===== src/rtl/cal_pkg.sv =====
package cal_pkg;

    typedef struct packed {
        logic [7:0] yr;
        logic [3:0] mo;
        logic [4:0] date;
        logic [2:0] dow;
        logic [4:0] hr;
        logic [5:0] mn;
        logic [5:0] sec;
    } cal_time_t;

    typedef enum logic [1:0] {
        ST_IDLE = 2'd0,
        ST_ADV  = 2'd1,
        ST_RET  = 2'd2,
        ST_LOCK = 2'd3
    } trim_state_t;

    typedef enum logic [1:0] {
        STEP_HOLD = 2'd0,
        STEP_ONE  = 2'd1,
        STEP_TWO  = 2'd2
    } step_sel_t;

    localparam int N_STAGE = 2;

    localparam logic [5:0] SEC_LAST = 6'd59;
    localparam logic [5:0] MIN_LAST = 6'd59;
    localparam logic [4:0] HR_LAST  = 5'd23;
    localparam logic [2:0] DOW_LAST = 3'd7;
    localparam logic [3:0] MO_LAST  = 4'd12;

    localparam int A_SEC  = 0;
    localparam int A_MIN  = 1;
    localparam int A_HR   = 2;
    localparam int A_DOW  = 3;
    localparam int A_DATE = 4;
    localparam int A_MO   = 5;
    localparam int A_YR   = 6;
    localparam int A_TRIM = 7;

    localparam logic [1:0] TRIM_ADV = 2'b01;
    localparam logic [1:0] TRIM_RET = 2'b10;

    localparam cal_time_t CAL_RESET = '{yr: 8'd0, mo: 4'd1, date: 5'd1, dow: 3'd1,
                                        hr: 5'd0, mn: 6'd0, sec: 6'd0};

endpackage


===== src/rtl/cal_month_len.sv =====
module cal_month_len (
    input  logic [3:0] month,
    input  logic [7:0] year,
    output logic [4:0] days
);
    logic leap;

    assign leap = (year[1:0] == 2'b00);

    always_comb begin
        case (month)
            4'd2:                    days = leap ? 5'd29 : 5'd28;
            4'd4, 4'd6, 4'd9, 4'd11: days = 5'd30;
            default:                 days = 5'd31;
        endcase
    end
endmodule


===== src/rtl/cal_step.sv =====
module cal_step
    import cal_pkg::*;
(
    input  cal_time_t cur,
    output cal_time_t nxt
);
    logic [4:0] mlen;
    logic       roll_s, roll_m, roll_h, roll_d, roll_mo;

    cal_month_len u_len (
        .month (cur.mo),
        .year  (cur.yr),
        .days  (mlen)
    );

    assign roll_s  = (cur.sec >= SEC_LAST);
    assign roll_m  = roll_s && (cur.mn >= MIN_LAST);
    assign roll_h  = roll_m && (cur.hr >= HR_LAST);
    assign roll_d  = roll_h && (cur.date >= mlen);
    assign roll_mo = roll_d && (cur.mo >= MO_LAST);

    always_comb begin
        nxt.sec  = roll_s ? 6'd0 : cur.sec + 6'd1;
        nxt.mn   = roll_s ? (roll_m ? 6'd0 : cur.mn + 6'd1) : cur.mn;
        nxt.hr   = roll_m ? (roll_h ? 5'd0 : cur.hr + 5'd1) : cur.hr;
        nxt.dow  = roll_h ? ((cur.dow >= DOW_LAST) ? 3'd1 : cur.dow + 3'd1) : cur.dow;
        nxt.date = roll_h ? (roll_d ? 5'd1 : cur.date + 5'd1) : cur.date;
        nxt.mo   = roll_d ? (roll_mo ? 4'd1 : cur.mo + 4'd1) : cur.mo;
        nxt.yr   = roll_mo ? cur.yr + 8'd1 : cur.yr;
    end
endmodule


===== src/rtl/cal_trim_fsm.sv =====
module cal_trim_fsm
    import cal_pkg::*;
#(
    parameter int LOCK_TICKS = 2
) (
    input  logic        clk,
    input  logic        rst_n,
    input  logic        tick,
    input  logic        field_wr,
    input  logic        trim_wr,
    input  logic [1:0]  trim_req,
    output step_sel_t   sel,
    output trim_state_t state_q
);
    localparam int CNT_W = $clog2(LOCK_TICKS + 1);

    trim_state_t      state_d;
    logic [CNT_W-1:0] cnt_q, cnt_d;

    always_ff @(posedge clk) begin
        if (!rst_n) begin
            state_q <= ST_IDLE;
            cnt_q   <= '0;
        end else begin
            state_q <= state_d;
            cnt_q   <= cnt_d;
        end
    end

    always_comb begin
        state_d = state_q;
        cnt_d   = cnt_q;
        unique case (state_q)
            ST_IDLE: begin
                if (trim_wr) begin
                    if (trim_req == TRIM_ADV)      state_d = ST_ADV;
                    else if (trim_req == TRIM_RET) state_d = ST_RET;
                end
            end
            ST_ADV, ST_RET: begin
                if (field_wr) begin
                    state_d = ST_IDLE;
                end else if (tick) begin
                    state_d = ST_LOCK;
                    cnt_d   = CNT_W'(LOCK_TICKS);
                end
            end
            ST_LOCK: begin
                if (tick) begin
                    if (cnt_q <= CNT_W'(1)) begin
                        state_d = ST_IDLE;
                        cnt_d   = '0;
                    end else begin
                        cnt_d = cnt_q - CNT_W'(1);
                    end
                end
            end
            default: state_d = ST_IDLE;
        endcase
    end

    always_comb begin
        sel = STEP_ONE;
        if (!tick || field_wr) begin
            sel = STEP_HOLD;
        end else begin
            unique case (state_q)
                ST_ADV:  sel = STEP_TWO;
                ST_RET:  sel = STEP_HOLD;
                default: sel = STEP_ONE;
            endcase
        end
    end
endmodule


===== src/rtl/cal_clock.sv =====
module cal_clock
    import cal_pkg::*;
#(
    parameter int ADDR_W     = 4,
    parameter int DATA_W     = 8,
    parameter int LOCK_TICKS = 2
) (
    input  logic              clk,
    input  logic              rst_n,
    input  logic              tick_1hz,
    input  logic [ADDR_W-1:0] bus_addr,
    input  logic [DATA_W-1:0] bus_wdata,
    input  logic              bus_we,
    output logic [DATA_W-1:0] bus_rdata
);
    cal_time_t                t_q, t_d;
    cal_time_t [N_STAGE:0]    stage;
    step_sel_t                sel;
    trim_state_t              trim_state;
    logic                     field_wr, trim_wr;

    assign field_wr = bus_we && (bus_addr <= ADDR_W'(A_YR));
    assign trim_wr  = bus_we && (bus_addr == ADDR_W'(A_TRIM));

    assign stage[0] = t_q;

    for (genvar g = 0; g < N_STAGE; g++) begin : g_step
        cal_step u_step (
            .cur (stage[g]),
            .nxt (stage[g+1])
        );
    end

    cal_trim_fsm #(.LOCK_TICKS(LOCK_TICKS)) u_fsm (
        .clk      (clk),
        .rst_n    (rst_n),
        .tick     (tick_1hz),
        .field_wr (field_wr),
        .trim_wr  (trim_wr),
        .trim_req (bus_wdata[1:0]),
        .sel      (sel),
        .state_q  (trim_state)
    );

    always_comb begin
        t_d = t_q;
        if (field_wr) begin
            case (bus_addr)
                ADDR_W'(A_SEC):  t_d.sec  = bus_wdata[5:0];
                ADDR_W'(A_MIN):  t_d.mn   = bus_wdata[5:0];
                ADDR_W'(A_HR):   t_d.hr   = bus_wdata[4:0];
                ADDR_W'(A_DOW):  t_d.dow  = bus_wdata[2:0];
                ADDR_W'(A_DATE): t_d.date = bus_wdata[4:0];
                ADDR_W'(A_MO):   t_d.mo   = bus_wdata[3:0];
                ADDR_W'(A_YR):   t_d.yr   = bus_wdata[7:0];
                default:         t_d      = t_q;
            endcase
        end else begin
            unique case (sel)
                STEP_ONE: t_d = stage[1];
                STEP_TWO: t_d = stage[N_STAGE];
                default:  t_d = t_q;
            endcase
        end
    end

    always_ff @(posedge clk) begin
        if (!rst_n) t_q <= CAL_RESET;
        else        t_q <= t_d;
    end

    always_comb begin
        bus_rdata = '0;
        case (bus_addr)
            ADDR_W'(A_SEC):  bus_rdata[5:0] = t_q.sec;
            ADDR_W'(A_MIN):  bus_rdata[5:0] = t_q.mn;
            ADDR_W'(A_HR):   bus_rdata[4:0] = t_q.hr;
            ADDR_W'(A_DOW):  bus_rdata[2:0] = t_q.dow;
            ADDR_W'(A_DATE): bus_rdata[4:0] = t_q.date;
            ADDR_W'(A_MO):   bus_rdata[3:0] = t_q.mo;
            ADDR_W'(A_YR):   bus_rdata[7:0] = t_q.yr;
            default:         bus_rdata      = '0;
        endcase
    end
endmodule


===== config.mk =====
export PLATFORM = sky130hd
export DESIGN_NAME = cal_clock
export DESIGN_NICKNAME = d
export VERILOG_FILES = /design/src/rtl/cal_pkg.sv /design/src/rtl/cal_month_len.sv /design/src/rtl/cal_step.sv /design/src/rtl/cal_trim_fsm.sv /design/src/rtl/cal_clock.sv
export SDC_FILE = /design/constraint.sdc
export NUM_CORES = 1
export LEC_CHECK = 0
export ABC_AREA = 1
export BUFFER_PORTS_ARGS = -buffer_cell sky130_fd_sc_hd__buf_2
export CAP_MARGIN = 10
export CORE_UTILIZATION = 45
export CTS_CLUSTER_DIAMETER = 100
export DETAILED_ROUTE_END_ITERATION = 8
export GPL_TIMING_DRIVEN = 0
export SYNTH_ARGS = -nofsm -noshare
export SYNTH_HDL_FRONTEND = slang
export SYNTH_SLANG_ARGS = --single-unit

===== constraint.sdc =====
create_clock -name clk -period 12.3 [get_ports clk]
set_clock_uncertainty 0.15 [all_clocks]
set_input_delay 2.46 -clock clk [delete_from_list [all_inputs] [get_ports clk]]
set_output_delay 2.46 -clock clk [all_outputs]
set_load 0.005 [all_outputs]

**Word level (Yosys, flattened, before mapping)**

Cells that the tools add are included.
Widths: inputs -> output; s select.

- Bits in writable memories: 0
- Bits in latches: 0
- Output and inout bits: 8
- Memory bits (read-only): 0
- Logic and storage cells: 163
- Input bits: 16
- Register bits: 41
- Memories kept: 0

- $mul: 0
- Reductions and logical operators: 30
- Bitwise gates (word level): 0
- Add/subtract/negate cells: 15
- Shifts and indexed selects: 0
- Magnitude comparators: 14
- Equal/unequal tests: 38
- Mux-type cells: 57
- Divide/modulo/power cells: 0

Operators with widths:

| cell | count |
|---|---|
| $pmux 37 s2 | 1 |
| $mux 5 | 10 |
| $mux 6 | 8 |
| $mux 37 | 1 |
| $eq 4x3->1 const B | 8 |
| $mux 2 | 13 |
| $add 6x1->6 const B | 4 |
| $ge 6x6->1 const B | 4 |
| $mux 8 | 3 |
| $ne 2x2->1 const B | 11 |
| $pmux 3 s7 | 1 |
| $add 5x1->5 const B | 4 |
| $mux 4 | 5 |
| $add 8x1->8 const B | 2 |
| $eq 4x2->1 const B | 4 |
| $eq 4x4->1 const B | 4 |
| $pmux 2 s2 | 4 |
| $mux 3 | 5 |
| $reduce_and 2->1 | 7 |
| $ge 5x5->1 | 2 |
| $ge 5x5->1 const B | 2 |
| $logic_and 1x1->1 | 10 |
| $add 4x1->4 const B | 2 |
| $eq 2x2->1 const B | 4 |
| other kinds (26) | 35 |

**Logic depth before layout (Yosys ltp)**

Gate-level depths: netlist of run 1.

- Depth after elaboration: 18
- Mapped depth: 31
- Depth with buffers taken out: 31

**Cells and area by module**

From an unflattened synthesis of run 1, not the netlist that was laid out.

- Cell total of the unflattened synthesis: 1044
- Area, all modules: 5604.1 µm²

Modules (own cells, without submodules):

| module | area an instance (µm²) | sequential area each (µm²) | cells an instance | instances |
|---|---|---|---|---|
| cal_clock | 2787.7 | 740.7 | 528 | 1 |
| cal_step at g_step[0].u_step | 1151.1 | 0.0 | 213 | 1 |
| cal_step at g_step[1].u_step | 1138.6 | 0.0 | 212 | 1 |
| cal_trim_fsm | 366.6 | 80.1 | 57 | 1 |
| cal_month_len | 80.1 | 0.0 | 17 | 2 |

**Worst setup path after synthesis of run 1**

OpenSTA, ideal clock, no wires.

- Path type: in2out
- From: input port bus_addr[3]
- To: output port bus_rdata[1]
- Stages: 11
- Setup slack: 6206 ps
- Arrival: 3484 ps
- Required time: 9690 ps
- Path buffers: 0
- Path through: inv_1 > nand2_1 > inv_1 > nand2_1 > nor2_1 > inv_1 > nor2_1 > a221oi_1 > o21ai_0 > a221oi_1 > o21ai_0

- Word-level cells in the longest chain between the ends: 2
- Elaborated cells between the ends (all ways): 8
- Those cells by class: 6 x eq/ne; 1 x mux; 1 x reduce/logical

RTL lines:

| element | RTL line | RTL |
|---|---|---|
| start: declaration | cal_clock.sv:11 | `input logic [ADDR_W-1:0] bus_addr,` |
| $eq 4x3->1, or another cell as far along | cal_clock.sv:74 | `case (bus_addr)` |
| $pmux 3 s7 * | cal_clock.sv:74 |  |
| end: declaration | cal_clock.sv:14 | `output logic [DATA_W-1:0] bus_rdata` |

Mark *: on every way between the ends. The rest lies on a longest branch, timed or not.

**Worst setup path after layout of run 1**

Same ends and word-level chain as after synthesis.

==> impl_metrics.json, run 1 <==
{
  "reg2regPathDepth": 27,
  "min_delay_path_depth": 2,
  "dieHeight_um": 100,
  "synth_nets": 741,
  "layout.area.seq_um2": 821,
  "end_kind": "primary output",
  "cts.sinks": 41,
  "yosysWarnings": 0,
  "r2r_slack_ns": 7.13,
  "cts_hold_buf": 0,
  "worst_pin_slew_ns": 0.726,
  "fin_hold_ws_ns": 0.333,
  "drt_first_iter_violations": 272,
  "drv_slew": 0,
  "die_w_um": 100,
  "layout.nets": 771,
  "p_leak_nw": 2.30,
  "worst_ir_drop_vdd_mv": 0.0682,
  "antennaDiodeCount": 0,
  "path_max_fanout": 4,
  "fin_crit_ns": 6.82,
  "min_path_type": "reg -> reg",
  "dpl_cell_area_mm2": 0.00461,
  "fp.coreArea_mm2": 0.00928,
  "finalHoldViolCount": 0,
  "cp_slowest_cell": "a221oi_1",
  "crit_chain": "buf_2, inv_1, nand2_1, inv_1, nand2_1, nor2_1, inv_1, nor2_1, a221oi_1, o21ai_0, a221oi_1, o21ai_0, buf_2",
  "wl_per_cell_um": 16.4,
  "ant_nets": 0,
  "syn_inst": 695,
  "htreeDepth": 2,
  "cp_common_cell": "inv_1",
  "clockBufferDepth": 2,
  "path_class": "in -> out",
  "fin_setup_tns_ns": 0,
  "synth_area_mm2": 0.00434,
  "cpPeakStageDelay_ns": 0.33,
  "ys_ff_latch": 41,
  "layout_common_cells": "nand2_1 (166), inv_1 (104), o21ai_0 (64)",
  "cts.repair.resized": 0,
  "grt_usage": 0.288,
  "pwr_density_cell_mw_per_mm2": 138,
  "dp_hpwl_um": 11000,
  "drive_above_1_share": 0.0937,
  "mostFrequentLayoutCell": "nand2_1",
  "antenna_found_initial": 0,
  "area_growth_pct": 9.46,
  "vias": 4853,
  "root_buffer": "clkbuf_8",
  "status": "finished clean",
  "design.die.area_mm2": 0.0100,
  "clkTransAtPathRegs_ns": 0.08,
  "max_freq_ghz": 0.147,
  "slew_headroom": 0.516,
  "syn_area_per_cell_um2": 6.24,
  "grt_pass1_wl_um": 22300,
  "cts_setup_buffers": 0,
  "clock_latency_ns": 0.31,
  "critPathLaunchType": "primary input",
  "multi_input_area_mm2": 0.00302,
  "wirelength_um": 14000,
  "crit_buf_inv": 5,
  "grt_overflow_total": 0,
  "tritoncts": "yes",
  "design_area_mm2": 0.00475,
  "yosysSeqAreaShare": 0.189,
  "ys_types": 52,
  "crit_family": "compound AO/OA/AOI/OAI gates",
  "cp.arrival_ns": 4.21,
  "min_to": "u_fsm.cnt_q[0]$_SDFFE_PN0P_",
  "drt_pass1_iterations": 5,
  "min_period_over_period": 0.554,
  "boundaryPins": 24,
  "cts_made_buffers": 5,
  "avgViaCountPerCell": 5.68,
  "grt_pass1_vias": 4369,
  "finalSetupViolCount": 0,
  "hold_start": "u_fsm.cnt_q[0]$_SDFFE_PN0P_",
  "grt_max_degree": 14,
  "place_congestion": 0.938,
  "cp.required_ns": 9.69,
  "start_util": 0.467,
  "rsz0062_at_grt": "no",
  "rr_startpoint": "stage[25]$_SDFFE_PN1P_",
  "r2r_end": "stage[23]$_SDFFE_PN0P_",
  "drc": 0,
  "fillerInstances": 1018,
  "num_rows": 35,
  "port_buffers": 23,
  "cap_violations": 0
}
## cell usage after synthesis, drive strengths merged
master | instances | area, µm²
xnor2 | 5 | 43.8
and3 | 1 | 6.26
nand4 | 22 | 153
dfxtp | 41 | 821
nor3 | 8 | 56.3
o211ai | 12 | 90.1
or2 | 1 | 6.26
nand3b | 5 | 37.5
nor3b | 2 | 15.0
o21ai | 70 | 358
o2111ai | 2 | 17.5
o21bai | 2 | 15.0
clkinv | 1 | 3.75
inv | 108 | 405
buf | 6 | 52.6
nand3 | 55 | 318
or4 | 1 | 7.51
a31o | 1 | 8.76
o31ai | 1 | 7.51
a21boi | 2 | 15.0
a21oi | 29 | 149
nor4 | 1 | 6.26
a31oi | 22 | 138
xor2 | 13 | 114
o221ai | 1 | 8.76
a41oi | 3 | 26.3
o22ai | 4 | 25.0
clkbuf | 10 | 38.8
nor2 | 58 | 292
a221oi | 6 | 52.6
ha | 30 | 375
nand2 | 172 | 676
## report_power, final
group	switching [W]	leakage (nW)	internal [W]
logic	0.000200	1.90	0.000106
registers	0.0000478	0.338	0.000166
clock network	0.0000531	0.0681	0.0000807
## area by class of cell
| class | count | area share |
|---|---|---|
| clock buffer | 5 | 0.0145 |
| sequential | 41 | 0.173 |
| clock inverter | 3 | 0.0137 |
| tap | 129 | 0.0340 |
| multi-input combinational | 529 | 0.635 |
| buffer | 16 | 0.0192 |
| timing repair buffer | 23 | 0.0242 |
| inverter | 109 | 0.0862 |
## worst register-to-register path: stages, from the launching register on
cell and delay, ns:
dfxtp_1 0.39, inv_1 0.22, ha_1 0.21, nor3b_1 0.33
a21oi_1 0.15, ha_1 0.29, o21ai_0 0.10, a21oi_1 0.49
nand3_4 0.19, nand2_1 0.11, nand2_1 0.05, nand2_1 0.13
inv_1 0.08, ha_1 0.19, o21ai_0 0.18, nand2_1 0.07
a21oi_1 0.24, ha_1 0.28, inv_1 0.05, nand2_1 0.04
a21oi_1 0.13, inv_1 0.09, nand4_4 0.18, nor2_8 0.09
nor2_2 0.23, a21boi_0 0.22, o21ai_0 0.11, a21oi_1 0.13
## metal layers
metal	wire [µm]	GRT usage	up-vias
li1	-	-	2405
met1	6360	0.380	2289
met2	6570	0.487	135
met3	716	0.0341	24
met4	334	0.0936	0
met5	0	0	-
## through the flow
step	worst slack [ns]	instances	util	total power (W)
2_1_floorplan	6.21	695	-	0.000433
3_5_place_dp	5.49	847	0.497	0.000516
3_3_place_gp	5.52	847	0.497	0.000508
6_report	5.48	855	0.511	0.000654
5_1_grt	5.33	855	0.511	0.000709
4_1_cts	5.49	855	0.511	0.000651
## how the worst max path moves through the flow
stage | start | endpoint | slack (ns) | cells past startpoint
floorplan | bus_addr[3] | bus_rdata[1] | 6.21 | 11
global placement | bus_addr[3] | bus_rdata[1] | 5.52 | 13
detailed placement | bus_addr[3] | bus_rdata[1] | 5.49 | 13
CTS | bus_addr[3] | bus_rdata[1] | 5.49 | 13
global route | bus_addr[3] | bus_rdata[1] | 5.33 | 13
finish | bus_addr[3] | bus_rdata[1] | 5.48 | 13
## sequential cells by signal (all words and copies together) (netlist names)
signal,count
u_fsm.cnt_q,2
stage,37
u_fsm.state_q,2
## cell families after synthesis
kind of cell    synth area share
simple gates               0.363
compound gates             0.210
buf+inv                    0.115
flops                      0.189
fa+ha+maj                 0.0865
xor+xnor                  0.0363
Note: power is estimated with default switching activity, not from simulation.
==> run 2: changes to the inputs <==
Settings changed: ABC_AREA 1 to 0.
Clock period 12.3 ns to 7.09 ns, I/O delays scaled along.
==> run 2 against run 1 <==
Synthesized cell count down 7.8%. Clock power up 24%. Critical path depth rose by 11. Sequential share of layout area decreased by 0.92 points. Critical endpoint is now stage[35]$_SDFFE_PN0P_. Via count rose by 6.5%. Utilization down 0.53 points. Final area increased by 5.6%. Wire length rose by 14%. Largest cell class unchanged. Cell count fell by 6.1%.
==> impl_metrics.json, run 2 <==
{
  "status": "finished clean",
  "cp.arrival_ns": 6.01,
  "design_area_mm2": 0.00502,
  "ant_nets": 0,
  "clock_latency_ns": 0.32,
  "crit_buf_inv": 3,
  "ys_top_cells_by_count": "nand2_1 (72), o21ai_0 (58), a21oi_1 (47), nor2_1 (45), dfxtp_1 (41)",
  "synth_nets": 687,
  "cap_violations": 0,
  "num_rows": 36,
  "layout.nets": 715,
  "critPathLaunchType": "register",
  "power_w": 0.00116,
  "fillerInstances": 1012,
  "ys_ff_latch": 41,
  "antenna_found_initial": 0,
  "port_buffers": 21,
  "yosysSeqAreaShare": 0.176,
  "path_max_fanout": 7,
  "ys_types": 84,
  "fin_setup_tns_ns": 0,
  "drc": 0,
  "yosysTopAreaCell": "dfxtp_1",
  "grt_usage": 0.295,
  "max_freq_ghz": 0.170,
  "muxShareOfSynthArea": 0.0384,
  "ys.flop_type": "dfxtp_1",
  "die_w_um": 104,
  "final_util": 0.506,
  "synthXorXnorAreaFrac": 0.0376,
  "root_buffer": "clkbuf_8",
  "end_kind": "register",
  "synth-compound-area-share": 0.342,
  "fp.coreArea_mm2": 0.00991,
  "wirelength_um": 15900,
  "grt_overflow_total": 0,
  "cts_hold_buf": 0,
  "synth_area_leaders": "dfxtp_1 (18%), ha_1 (8.0%), o21ai_0 (6.2%)",
  "clockBufferDepth": 2,
  "cts.sinks": 41,
  "p_leak_nw": 1.96,
  "grt_pass1_wl_um": 25000,
  "drt_first_iter_violations": 529,
  "crit_chain": "clkbuf_1, inv_1, ha_1, o21ai_0, o21ai_0, ha_1, nand2b_1, a21oi_1, nor4_1, and3_1, a21oi_1, inv_1, ha_1, nand2_1, nor2_1, a21oi_1, ha_1, nand2b_1, a21oi_1, a211oi_4, nand3_2, o32ai_1, mux2i_1, o21a_1",
  "drv_slew": 0,
  "multi_input_area_mm2": 0.00353,
  "slew_headroom": 0.222,
  "tritoncts": "yes",
  "drt_pass1_iterations": 6,
  "synthSimpleGateAreaFrac": 0.258,
  "synthArstFlopShare": 0,
  "grt_pass1_vias": 4714,
  "design.die.area_mm2": 0.0108,
  "antennaDiodeCount": 0,
  "worst_ir_drop_vdd_mv": 0.136,
  "boundaryPins": 24,
  "grt_max_degree": 12,
  "largest_reg_flops": 37,
  "synth_top_family_by_area": "compound AO/OA/AOI/OAI gates",
  "dieHeight_um": 104,
  "cts_made_buffers": 5,
  "drive_above_1_share": 0.113,
  "htreeDepth": 2,
  "fin_crit_ns": 5.90,
  "mostFrequentLayoutCell": "nand2_1",
  "clkTransAtPathRegs_ns": 0.09,
  "path_class": "reg -> reg",
  "place_congestion": 0.959,
  "avgViaCountPerCell": 6.44,
  "dp_hpwl_um": 12000,
  "cp_slowest_cell": "nor4_1",
  "cts.repair.resized": 0,
  "pre_cts_slack_ns": 1.28,
  "wl_per_cell_um": 19.8,
  "rsz0062_at_grt": "no",
  "cpPeakStageDelay_ns": 0.95,
  "min_path_type": "reg -> reg",
  "finalSetupViolCount": 0,
  "area_growth_pct": 7.54,
  "pwr_density_cell_mw_per_mm2": 231,
  "cp.required_ns": 7.20,
  "start_util": 0.471,
  "crit_family": "simple AND/OR/NAND/NOR gates",
  "worst_slack_ns": 1.19,
  "layout.area.seq_um2": 821,
  "vias": 5169,
  "layout_common_cells": "nand2_1 (72), o21ai_0 (58), a21oi_1 (47)",
  "cts_setup_buffers": 0,
  "finalHoldViolCount": 0,
  "min_period_over_period": 0.832,
  "synth_area_mm2": 0.00466,
  "dpl_cell_area_mm2": 0.00494,
  "synth-edff-count": 0,
  "synth_top_area_frac": 0.176,
  "yosysMostFrequentCell": "nand2_1",
  "synth_fa_ha_area_frac": 0.0805,
  "worst_pin_slew_ns": 1.16,
  "syn_inst": 641,
  "yosysWarnings": 0,
  "syn_area_per_cell_um2": 7.28
}
## run 2: cell type report
class                      count  area share
sequential                    41       0.164
clock buffer                   8      0.0160
multi-input combinational    530       0.704
buffer                        46      0.0446
inverter                      24      0.0180
timing repair buffer          21      0.0210
tap                          133      0.0332
## run 2: kinds of logic after synthesis
group | after synthesis
compound gates | 225
mux | 17
buf+inv | 70
fa+ha+maj | 30
xor+xnor | 20
flops | 41
simple gates | 238
## run 2: through the flow
step                hold slack, ns  cells
global route                 0.384    803
detailed placement           0.345    795
floorplan                    0.299    641
CTS                          0.361    803
finish                       0.360    803
global placement             0.316    795
## run 2: final timing paths
check | startpoint | end | slack (ns) | cells after the start
worst max-delay path | stage[29]$_SDFFE_PN0P_ | stage[35]$_SDFFE_PN0P_ | 1.19 | 24
worst min-delay path | u_fsm.cnt_q[0]$_SDFFE_PN0P_ | u_fsm.cnt_q[0]$_SDFFE_PN0P_ | 0.36 | 2
worst max register to register | stage[29]$_SDFFE_PN0P_ | stage[35]$_SDFFE_PN0P_ | 1.19 | 24
worst min register to register | u_fsm.cnt_q[0]$_SDFFE_PN0P_ | u_fsm.cnt_q[0]$_SDFFE_PN0P_ | 0.36 | 2
## run 2: metal layers
metal / vias to the layer above / global-route usage / wire length [µm]
met5: - / 0 / 0
met4: 0 / 0.124 / 544
met3: 37 / 0.0466 / 1300
met2: 230 / 0.467 / 7220
met1: 2456 / 0.395 / 6880
li1: 2446 / - / -
## run 2: worst min-delay path, cell delays in order (launching register included)
cell and delay (ns):
dfxtp_1 0.33, nand2_1 0.06, a21boi_0 0.08
## run 2: report_power, final
| part | total (W) | switching, W | internal [W] |
|---|---|---|---|
| sequential | 0.000338 | 0.0000548 | 0.000283 |
| clock | 0.000166 | 0.0000961 | 0.0000704 |
| combinational | 0.000653 | 0.000419 | 0.000234 |
| total | 0.00116 | 0.000570 | 0.000587 |
